## src/rtl/mdio_pkg.sv

```systemverilog
package mdio_pkg;

    typedef enum logic [2:0] {
        ST_IDLE,
        ST_PRE,
        ST_CMD,
        ST_RX,
        ST_TAIL
    } mdio_state_e;

    localparam int ADDR_W       = 5;
    localparam int DATA_W       = 16;
    localparam int PRE_SLOTS    = 33;
    localparam int RD_CMD_SLOTS = 16;
    localparam int WR_CMD_SLOTS = 32;
    localparam int RX_SLOTS     = 19;
    localparam int RX_LEAD      = 2;
    localparam int TAIL_SLOTS   = 2;

    // Read command: two extra ones, start, read opcode, addresses.
    function automatic logic [RD_CMD_SLOTS-1:0] rd_word(
        input logic [ADDR_W-1:0] phy,
        input logic [ADDR_W-1:0] rg
    );
        return {2'b11, 2'b01, 2'b10, phy, rg};
    endfunction

    // Write command: start, write opcode, addresses, turnaround, data.
    function automatic logic [WR_CMD_SLOTS-1:0] wr_word(
        input logic [ADDR_W-1:0] phy,
        input logic [ADDR_W-1:0] rg,
        input logic [DATA_W-1:0] data
    );
        return {2'b01, 2'b01, phy, rg, 2'b10, data};
    endfunction

endpackage

```

## src/rtl/mdio_mdc_gen.sv

```systemverilog
module mdio_mdc_gen #(
    parameter int HALF = 2
) (
    input  logic clk,
    input  logic rst_n,
    input  logic run,
    output logic mdc,
    output logic sample_stb,
    output logic slot_end
);
    localparam int PERIOD = 2 * HALF;
    localparam int CW     = (PERIOD > 2) ? $clog2(PERIOD) : 1;

    logic [CW-1:0] cnt_q;

    always_ff @(posedge clk or negedge rst_n) begin
        if (!rst_n) begin
            cnt_q <= '0;
            mdc   <= 1'b0;
        end else if (!run) begin
            cnt_q <= '0;
            mdc   <= 1'b0;
        end else begin
            if (cnt_q == CW'(PERIOD - 1)) begin
                cnt_q <= '0;
                mdc   <= 1'b0;
            end else begin
                cnt_q <= cnt_q + 1'b1;
                if (cnt_q == CW'(HALF - 1)) begin
                    mdc <= 1'b1;
                end
            end
        end
    end

    assign sample_stb = run && (cnt_q == CW'(HALF - 1));
    assign slot_end   = run && (cnt_q == CW'(PERIOD - 1));

    // Independent run-length counter for the high phase.
    int unsigned hi_run_q;
    always_ff @(posedge clk or negedge rst_n) begin
        if (!rst_n)   hi_run_q <= 0;
        else if (mdc) hi_run_q <= hi_run_q + 1;
        else          hi_run_q <= 0;
    end

    // high phase never longer than HALF cycles
    a_r2_mdc_high_len: assert property (@(posedge clk) disable iff (!rst_n)
        mdc |-> (hi_run_q < HALF));

    // clock parks low when not running
    a_r2_idle_low: assert property (@(posedge clk) disable iff (!rst_n)
        !run |=> !mdc);

endmodule

```

## src/rtl/mdio_tx_shift.sv

```systemverilog
module mdio_tx_shift #(
    parameter int W = 32
) (
    input  logic         clk,
    input  logic         rst_n,
    input  logic         load,
    input  logic [W-1:0] load_word,
    input  logic         shift,
    output logic         msb
);
    logic [W-1:0] sh_q;

    always_ff @(posedge clk or negedge rst_n) begin
        if (!rst_n)     sh_q <= '0;
        else if (load)  sh_q <= load_word;
        else if (shift) sh_q <= {sh_q[W-2:0], 1'b0};
    end

    assign msb = sh_q[W-1];

endmodule

```

## src/rtl/mdio_rx_shift.sv

```systemverilog
module mdio_rx_shift #(
    parameter int W     = 16,
    parameter int LEAD  = 2,
    parameter int TOTAL = 19
) (
    input  logic         clk,
    input  logic         rst_n,
    input  logic         clear,
    input  logic         sample,
    input  logic         din,
    output logic [W-1:0] word
);
    localparam int IW = $clog2(TOTAL + 1);

    logic [IW-1:0] idx_q;
    logic          keep;

    // Only samples LEAD .. LEAD+W-1 are kept; the others are discarded.
    assign keep = (idx_q >= IW'(LEAD)) && (idx_q < IW'(LEAD + W));

    always_ff @(posedge clk or negedge rst_n) begin
        if (!rst_n) begin
            idx_q <= '0;
            word  <= '0;
        end else if (clear) begin
            idx_q <= '0;
            word  <= '0;
        end else if (sample) begin
            idx_q <= idx_q + 1'b1;
            if (keep) begin
                word <= {word[W-2:0], din};
            end
        end
    end

endmodule

```

## src/rtl/mdio_master.sv

```systemverilog
module mdio_master
    import mdio_pkg::*;
#(
    parameter int SYS_CLK_HZ = 10_000_000,
    parameter int MDC_MAX_HZ = 2_500_000,
    parameter int REG_W      = 8
) (
    input  logic              clk,
    input  logic              rst_n,
    input  logic              req_start,
    input  logic              req_write,
    input  logic [4:0]        req_phy,
    input  logic [REG_W-1:0]  req_reg,
    input  logic [15:0]       req_wdata,
    output logic              busy,
    output logic              done,
    output logic [15:0]       rd_data,
    output logic              mdc,
    output logic              mdio_o,
    output logic              mdio_oe,
    input  logic              mdio_i
);
    localparam int HALF_RAW = (SYS_CLK_HZ + 2 * MDC_MAX_HZ - 1) / (2 * MDC_MAX_HZ);
    localparam int HALF     = (HALF_RAW < 1) ? 1 : HALF_RAW;
    localparam int SLOT_W   = $clog2(PRE_SLOTS + 1);

    mdio_state_e       state_q, state_d;
    logic [SLOT_W-1:0] slot_q;
    logic [SLOT_W-1:0] phase_last;
    logic              phase_end;
    logic              is_wr_q;
    logic              done_q;
    logic [DATA_W-1:0] rd_q;

    logic              run;
    logic              sample_stb;
    logic              slot_end;
    logic              tx_msb;
    logic              rx_sample;
    logic [DATA_W-1:0] rx_word;
    logic [WR_CMD_SLOTS-1:0] cmd_word;

    logic addr_high;
    logic accept;
    logic reject;

    assign addr_high = (req_reg >> ADDR_W) != '0;
    assign accept    = (state_q == ST_IDLE) && req_start && !(req_write && addr_high);
    assign reject    = (state_q == ST_IDLE) && req_start && req_write && addr_high;

    assign cmd_word = req_write
        ? wr_word(req_phy, req_reg[ADDR_W-1:0], req_wdata)
        : {rd_word(req_phy, req_reg[ADDR_W-1:0]), {(WR_CMD_SLOTS - RD_CMD_SLOTS){1'b0}}};

    assign run = (state_q != ST_IDLE);

    mdio_mdc_gen #(.HALF(HALF)) u_mdc (
        .clk        (clk),
        .rst_n      (rst_n),
        .run        (run),
        .mdc        (mdc),
        .sample_stb (sample_stb),
        .slot_end   (slot_end)
    );

    mdio_tx_shift #(.W(WR_CMD_SLOTS)) u_tx (
        .clk       (clk),
        .rst_n     (rst_n),
        .load      (accept),
        .load_word (cmd_word),
        .shift     (slot_end && (state_q == ST_CMD)),
        .msb       (tx_msb)
    );

    assign rx_sample = (state_q == ST_RX) && sample_stb;

    mdio_rx_shift #(.W(DATA_W), .LEAD(RX_LEAD), .TOTAL(RX_SLOTS)) u_rx (
        .clk    (clk),
        .rst_n  (rst_n),
        .clear  (accept),
        .sample (rx_sample),
        .din    (mdio_i),
        .word   (rx_word)
    );

    // Length of the current phase, in slots, minus one.
    always_comb begin
        unique case (state_q)
            ST_PRE:  phase_last = SLOT_W'(PRE_SLOTS - 1);
            ST_CMD:  phase_last = is_wr_q ? SLOT_W'(WR_CMD_SLOTS - 1)
                                          : SLOT_W'(RD_CMD_SLOTS - 1);
            ST_RX:   phase_last = SLOT_W'(RX_SLOTS - 1);
            ST_TAIL: phase_last = SLOT_W'(TAIL_SLOTS - 1);
            default: phase_last = '0;
        endcase
    end

    assign phase_end = slot_end && (slot_q == phase_last);

    // Next-state logic.
    always_comb begin
        state_d = state_q;
        unique case (state_q)
            ST_IDLE: if (accept)    state_d = ST_PRE;
            ST_PRE:  if (phase_end) state_d = ST_CMD;
            ST_CMD:  if (phase_end) state_d = is_wr_q ? ST_TAIL : ST_RX;
            ST_RX:   if (phase_end) state_d = ST_IDLE;
            ST_TAIL: if (phase_end) state_d = ST_IDLE;
            default:                state_d = ST_IDLE;
        endcase
    end

    // State register.
    always_ff @(posedge clk or negedge rst_n) begin
        if (!rst_n) state_q <= ST_IDLE;
        else        state_q <= state_d;
    end

    // Slot counter within the current phase.
    always_ff @(posedge clk or negedge rst_n) begin
        if (!rst_n) begin
            slot_q <= '0;
        end else if (accept) begin
            slot_q <= '0;
        end else if (slot_end) begin
            slot_q <= phase_end ? '0 : slot_q + 1'b1;
        end
    end

    // Request flag, completion pulse and returned data.
    always_ff @(posedge clk or negedge rst_n) begin
        if (!rst_n) begin
            is_wr_q <= 1'b0;
            done_q  <= 1'b0;
            rd_q    <= '0;
        end else begin
            if (accept) is_wr_q <= req_write;
            done_q <= reject ||
                      (((state_q == ST_RX) || (state_q == ST_TAIL)) && phase_end);
            if ((state_q == ST_RX) && phase_end) rd_q <= rx_word;
        end
    end

    // Outputs decoded from the state.
    always_comb begin
        busy = (state_q != ST_IDLE);
        unique case (state_q)
            ST_PRE: begin
                mdio_oe = 1'b1;
                mdio_o  = 1'b1;
            end
            ST_CMD: begin
                mdio_oe = 1'b1;
                mdio_o  = tx_msb;
            end
            default: begin
                mdio_oe = 1'b0;
                mdio_o  = 1'b0;
            end
        endcase
    end

    assign done    = done_q;
    assign rd_data = rd_q;

    // idle means released line and parked clock
    a_r1_idle_quiet: assert property (@(posedge clk) disable iff (!rst_n)
        !busy |-> (!mdio_oe && !mdc));

    // line value and enable are steady across each MDC rise
    a_r8_hold_at_rise: assert property (@(posedge clk) disable iff (!rst_n)
        $rose(mdc) |-> ($stable(mdio_o) && $stable(mdio_oe)));

    // input sampled only with MDC low and the line released
    a_r5_sample_low: assert property (@(posedge clk) disable iff (!rst_n)
        rx_sample |-> (!mdc && !mdio_oe));

    // illegal write address produces a bare done pulse
    a_r9_reject_quiet: assert property (@(posedge clk) disable iff (!rst_n)
        (!busy && req_start && req_write && addr_high) |=> (done && !busy && !mdc));

    // completion is reported only with busy low
    a_r11_done_idle: assert property (@(posedge clk) disable iff (!rst_n)
        done |-> !busy);

    // a request in flight cannot be replaced
    a_r11_req_locked: assert property (@(posedge clk) disable iff (!rst_n)
        busy |=> (!busy || $stable(is_wr_q)));

endmodule

```

## config.mk

```make
export PLATFORM = sky130hd
export DESIGN_NAME = mdio_master
export DESIGN_NICKNAME = d
export VERILOG_FILES = /design/src/rtl/mdio_pkg.sv /design/src/rtl/mdio_mdc_gen.sv /design/src/rtl/mdio_tx_shift.sv /design/src/rtl/mdio_rx_shift.sv /design/src/rtl/mdio_master.sv
export SDC_FILE = /design/constraint.sdc
export NUM_CORES = 1
export LEC_CHECK = 0
export BUFFER_PORTS_ARGS = -buffer_cell sky130_fd_sc_hd__buf_2
export CAP_MARGIN = 15
export CORE_ASPECT_RATIO = 1.5
export CORE_UTILIZATION = 57
export DETAILED_ROUTE_END_ITERATION = 10
export PLACE_DENSITY = 0.88
export SKIP_LAST_GASP = 1
export SYNTH_ARGS = -nofsm -noshare
export SYNTH_HDL_FRONTEND = slang
export SYNTH_SLANG_ARGS = --single-unit
```

## constraint.sdc

```tcl
create_clock -name clk -period 3.2 [get_ports clk]
set_clock_uncertainty 0.2 [all_clocks]
set_input_delay 0.32 -clock clk [delete_from_list [all_inputs] [get_ports clk]]
set_output_delay 0.32 -clock clk [all_outputs]
set_load 0.02 [all_outputs]
```

==> flow_metrics.env, run 1 <==
export IMPL_fillers=525
export IMPL_initial_core_util=0.588
export IMPL_clkSlewWorstSetupHoldPaths_ps=80
export IMPL_required_ps=3240
export IMPL_ios=55
export IMPL_finalSetupTns_ps=0
export IMPL_cts_sinks=83
export IMPL_gp_congestion=0.838
export IMPL_post_cts_setup_buffers=0
export IMPL_die_y_um=105
export IMPL_synth_edf_count=0
export IMPL_min_period_ps=2690
export IMPL_ys_ff_latch=83
export IMPL_syn_nets=434
export IMPL_wl_per_cell_um=15.4
export IMPL_setup_viol=0
export IMPL_grt_pass1_vias=3068
export IMPL_grt_use_total=0.243
export IMPL_yosysTopAreaCellShare=0.519
export IMPL_relSlewSlack=0.316
export IMPL_arrival_ps=2730
export IMPL_grt_pass1_wl_um=14200
export IMPL_num_vias=3108
export IMPL_routed_via_density=5.88
export IMPL_grt_overflow=0
export IMPL_diodes=0
export IMPL_layout_drive_gt1_share=0.248
export IMPL_critPathLaunch="state_q[2]"
export IMPL_end_kind="register"
export IMPL_ctsHoldBuffers=3
export IMPL_grt_setup_unrepaired="no"
export IMPL_cts_buffers=9
export IMPL_fmax_mhz=371
export IMPL_synthAdderAreaFrac=0.0156
export IMPL_area_growth_pct=14.4
export IMPL_dp_cells=510
export IMPL_final_setup_worst_slack_ps=505
export IMPL_clockBufferDepth=2
export IMPL_timing_rr_start="state_q[2]"
export IMPL_leakage_nw=2.16
export IMPL_avgSynthCellArea_sq_um=10.1
export IMPL_die_area_sq_um=7360
export IMPL_start_kind="register"
export IMPL_seq_area_frac_synth=0.519
export IMPL_fin_cells=529
export IMPL_slew_violations=0
export IMPL_cts_tree="yes"
export IMPL_first_pass_iters=4
export IMPL_synth_ff_type="dfrtp_1"
export IMPL_wirelength_um=8170
export IMPL_clk_root_buffer_cell="clkbuf_8"
export IMPL_clock_latency_ps=350
export IMPL_powerDensity_nw_per_um2=428
export IMPL_async_flop_share=1.00
export IMPL_antenna_left=0
export IMPL_tightest_slew_ps=1030
export IMPL_first_iter_violations=318
export IMPL_syn_inst=395
export IMPL_netlist_cell_type_count=52
export IMPL_dieWidth_um=70.4
export IMPL_hp_start="req_reg[0]"
export IMPL_ctsResizeCount=0
export IMPL_outcome="completed"
export IMPL_synthXorXnorAreaFrac=0.0172
export IMPL_critical_path_class="reg -> reg"
export IMPL_io_buffers=54
export IMPL_dp_hpwl_um=5390
export IMPL_rows=37
export IMPL_grt_max_degree=84
export IMPL_syn_cell_area_sq_um=4000
export IMPL_multi_input_area_sq_um=1780
export IMPL_fin_crit_sh=0.842
export IMPL_seq_area_sq_um=2080
export IMPL_ys_warnings_count=0
export IMPL_coreArea_sq_um=6810
export IMPL_crit_path_max_fanout=17
export IMPL_synth_top_family_by_area="simple AND/OR/NAND/NOR gates"
export IMPL_synth_area_top_cells="dfrtp_1 52%, nand2_1 8.3%, mux2_4 3.4%"
export IMPL_drv_cap=0
export IMPL_hold_path_class="in -> reg"
export IMPL_fin_nets=485
export IMPL_synth_simple_area_share=0.210
export IMPL_cts_htree_levels=3
export IMPL_synthMuxAreaShare=0.0813
export IMPL_synth_area_leader_cell="dfrtp_1"
export IMPL_preCtsSetupSlack_ps=533
export IMPL_ir_drop_v=0.000268
export IMPL_synth_compound_area_frac=0.118
export IMPL_antenna_found_initial=0
export IMPL_drc=0
export IMPL_hold_viol_final=0
==> report_power, final <==
| part | internal, mW | switching (mW) |
|---|---|---|
| combinational | 0.0234 | 0.0374 |
| sequential | 1.05 | 0 |
| clock | 0.478 | 0.370 |
| total | 1.55 | 0.407 |
==> layout by cell type, fill, tap and decap left out, drive strengths merged, types with 4 or more instances in the layout <==
cell    instances
nor3            9
nand2          88
a221o           8
dfrtp          83
clkbuf         11
nand3          26
ha              5
a21oi          23
a31oi          20
mux2           17
nor2           23
nand2b          5
o31ai           4
mux2i          10
buf            63
o21ai           5
xor2            5
==> per-layer routing <==
layer,track usage,part of all wire
met1,0.318,0.42
met2,0.395,0.53
met3,0.0415,0.030
met4,0.106,0.020
met5,0,0
==> path summary, 6_finish.rpt <==
| check | end | cells after the start | slack (ps) |
|---|---|---|---|
| worst max-delay path | rd_data[2] | 6 | 510 |
| worst min-delay path | u_tx.sh_q[16] | 3 | 60 |
| worst max register to register | rd_data[2] | 6 | 510 |
| worst min register to register | u_mdc.cnt_q[0] | 1 | 300 |
| max in group asynchronous | u_tx.sh_q[26] | 2 | 1640 |
| min in group asynchronous | rd_data[12] | 2 | 500 |
==> flip-flops by register name, summed over array words and instances, names as in the netlist, 2 cells and up <==
signal / flops
u_rx.word: 16
u_tx.sh_q: 32
rd_data: 16
slot_q: 6
u_mdc.cnt_q: 2
state_q: 3
u_rx.idx_q: 5
==> logic make-up after synthesis <==
kind of cell | after synthesis
simple gates | 174
flops | 83
compound gates | 70
buf+inv | 29
mux | 27
xor+xnor | 7
fa+ha+maj | 5
==> layout make-up <==
class,instances,area share
clock buffers,11,0.0331
clock inverters,5,0.0164
inverters,3,0.00246
multi-input cells,283,0.389
flip-flops and latches,83,0.454
well taps,78,0.0213
repair buffers,66,0.0837
==> cells in the mapped netlist (all sizes together), types with 8 or more instances <==
cell type,count
a31oi,20
nand2,88
nor2,23
dfrtp,83
nor3,9
clkbuf,21
a221o,8
a21oi,23
mux2i,10
mux2,17
nand3,26
==> worst max-delay path, cell delays in order, from the launching register on <==
cell	delay (ps)
dfrtp_1	530
nand2b_1	350
o21ai_0	320
nand4_2	230
nor4_4	250
buf_4	320
mux2_2	370
==> stage by stage <==
stage	hold slack [ps]	utilization	power [mW]	instance area (sq um)
finish	57.7	0.672	1.96	4580
global route	46.1	0.672	2.02	4580
CTS	43.9	0.672	1.98	4580
detailed placement	274	0.635	1.13	4320
global placement	257	0.635	1.13	4320
floorplan	-176	-	1.08	4000
Note: power is estimated with default switching activity, not from simulation.
==> run 2, diff against run 1 <==
--- a/config.mk
+++ b/config.mk
@@ -8,9 +8,9 @@
 export BUFFER_PORTS_ARGS = -buffer_cell sky130_fd_sc_hd__buf_2
 export CAP_MARGIN = 15
 export CORE_ASPECT_RATIO = 1.5
-export CORE_UTILIZATION = 57
+export CORE_UTILIZATION = 52
 export DETAILED_ROUTE_END_ITERATION = 10
-export PLACE_DENSITY = 0.88
+export PLACE_DENSITY = 0.85
 export SKIP_LAST_GASP = 1
 export SYNTH_ARGS = -nofsm -noshare
 export SYNTH_HDL_FRONTEND = slang
==> constraint.sdc (replaced) <==
create_clock -name clk -period 2.2 [get_ports clk]
set_clock_uncertainty 0.2 [all_clocks]
set_input_delay 0.22 -clock clk [delete_from_list [all_inputs] [get_ports clk]]
set_output_delay 0.22 -clock clk [all_outputs]
set_load 0.02 [all_outputs]
==> flow_metrics.env, run 2 (synthesis gave the netlist of run 1 again) <==
export IMPL_outcome="complete, but fails checks"
export IMPL_violations="setup timing"
export IMPL_area_growth_pct=26.6
export IMPL_ir_drop_v=0.000551
export IMPL_regToRegSetupSlack_ps=-20
export IMPL_switching_share=0.215
export IMPL_io_buffers=54
export IMPL_grt_setup_unrepaired="yes"
export IMPL_hp_start="req_reg[4]"
export IMPL_fillers=526
export IMPL_clock_latency_ps=360
export IMPL_clkSlewWorstSetupHoldPaths_ps=90
export IMPL_timing_rr_start="state_q[1]"
export IMPL_cts_buffers=9
export IMPL_critical_path_class="reg -> reg"
export IMPL_first_pass_iters=5
export IMPL_fin_nets=526
export IMPL_final_setup_worst_slack_ps=-22.2
export IMPL_cts_htree_levels=3
export IMPL_coreArea_sq_um=7320
export IMPL_clockBufferDepth=2
export IMPL_fin_cells=592
export IMPL_dp_cells=545
export IMPL_die_area_sq_um=8050
export IMPL_grt_pass1_wl_um=15400
export IMPL_ios=55
export IMPL_min_period_ps=2220
export IMPL_arrival_ps=2270
export IMPL_slew_violations=0
export IMPL_setup_viol=5
export IMPL_start_kind="register"
export IMPL_rr_worst_depth=6
export IMPL_wirelength_um=9380
export IMPL_rows=38
export IMPL_dieWidth_um=73.6
export IMPL_min_path_cells=4
export IMPL_final_util=0.692
export IMPL_switching_power_mw=0.606
export IMPL_relSlewSlack=0.583
export IMPL_antenna_found_initial=0
export IMPL_layout_drive_gt1_share=0.289
export IMPL_hold_path_class="in -> reg"
export IMPL_drc=0
export IMPL_leakage_nw=2.36
export IMPL_mostFrequentLayoutCell="nand2_1"
export IMPL_routed_via_density=5.72
export IMPL_initial_core_util=0.546
export IMPL_end_kind="register"
export IMPL_grt_overflow=0
export IMPL_p_int_mw=2.22
export IMPL_antenna_left=0
export IMPL_fin_crit_sh=1.01
export IMPL_grt_pass1_vias=3259
export IMPL_gp_congestion=0.820
export IMPL_die_y_um=109
export IMPL_num_vias=3385
export IMPL_drv_cap=0
export IMPL_preCtsSetupSlack_ps=-107
export IMPL_clk_root_buffer_cell="clkbuf_8"
export IMPL_p_comb_frac=0.043
export IMPL_worstHoldEndpoint="u_tx.sh_q[20]"
export IMPL_powerDensity_nw_per_um2=558
export IMPL_hold_viol_final=0
export IMPL_layout_common_cells="88 x nand2_1, 81 x dfrtp_1, 53 x buf_2"
export IMPL_cts_tree="yes"
export IMPL_wl_per_cell_um=15.8
export IMPL_clock_power_share=0.417
export IMPL_grt_max_degree=84
export IMPL_tightest_slew_ps=622
export IMPL_dp_hpwl_um=6030
export IMPL_first_iter_violations=288
export IMPL_top_register="u_tx.sh_q"
export IMPL_grt_use_total=0.252
export IMPL_diodes=0
export IMPL_regToRegEndpoint="rd_data[5]"
export IMPL_required_ps=2250
export IMPL_fmax_mhz=450
export IMPL_finalPower_mw=2.82
export IMPL_largest_reg_flops=32
export IMPL_crit_path_max_fanout=17
export IMPL_cts_sinks=83
export IMPL_worst_hold_slack_ps=19.3
export IMPL_seqPwrFrac=0.540
## run 2: cell count changes in the layout (fill, tap and decap cells not counted), sizes merged
cell	change
buf	+21
clkbuf	-2
clkinvlp	+3
dlygate4sd3	+20
clkinv	-1
## run 2: worst max path at each step
| stage | from | endpoint | cells past startpoint |
|---|---|---|---|
| after global placement | state_q[1] | state_q[0] | 5 |
| after floorplan | state_q[2] | rd_data[10] | 7 |
| after global routing | state_q[1] | rd_data[15] | 6 |
| final | state_q[1] | rd_data[5] | 6 |
| after CTS | state_q[1] | rd_data[5] | 6 |
| after detailed placement | state_q[0] | rd_data[5] | 6 |
## run 2: cell type report
type | instances | area (sq um) | area share
Multi-Input combinational cell | 283 | 1850 | 0.366
Inverter | 3 | 11.3 | 0.00222
Tap cell | 100 | 125 | 0.0247
Timing Repair Buffer | 107 | 778 | 0.154
Clock buffer | 9 | 124 | 0.0245
Clock inverter | 7 | 92.6 | 0.0183
Sequential cell | 83 | 2080 | 0.411
## run 2: per-stage QoR
step	cell area (sq um)	TNS, ps
after floorplan	4030	-686
after global placement	4510	0
after detailed placement	4510	-1360
after CTS	5000	-207
after global routing	5060	-1170
final	5060	-57.7
## run 2: metal layers
metal	GRT usage	part of all wire	vias up
met4	0.111	0.023	0
met2	0.433	0.55	92
met1	0.304	0.39	1700
met5	0	0	-
li1	-	-	1572
met3	0.0495	0.035	21
## run 2: power by group through the flow
stage          Sequential (mW)  Clock [mW]  Combinational [mW]
2_1_floorplan             1.55           0              0.0190
3_3_place_gp              1.55           0              0.0899
3_5_place_dp              1.55           0              0.0911
4_1_cts                   1.52        1.20               0.121
5_1_grt                   1.52        1.27               0.133
6_report                  1.52        1.18               0.121
## run 2: what timing repair did
item	4_1_cts	5_1_grt
gates resized for setup	6	4
hold buffers	23	0
setup endpoints to repair	21	26
hold endpoints to repair	104	0
pin swaps	4	1
setup buffers	3	5
## run 2: critical path, stage by stage (launching register included)
cell      delay (ps)
dfrtp_2          470
nand2b_4         170
nor4b_4          360
o21ai_4          130
nor4_4           200
buf_12           210
mux2_2           360
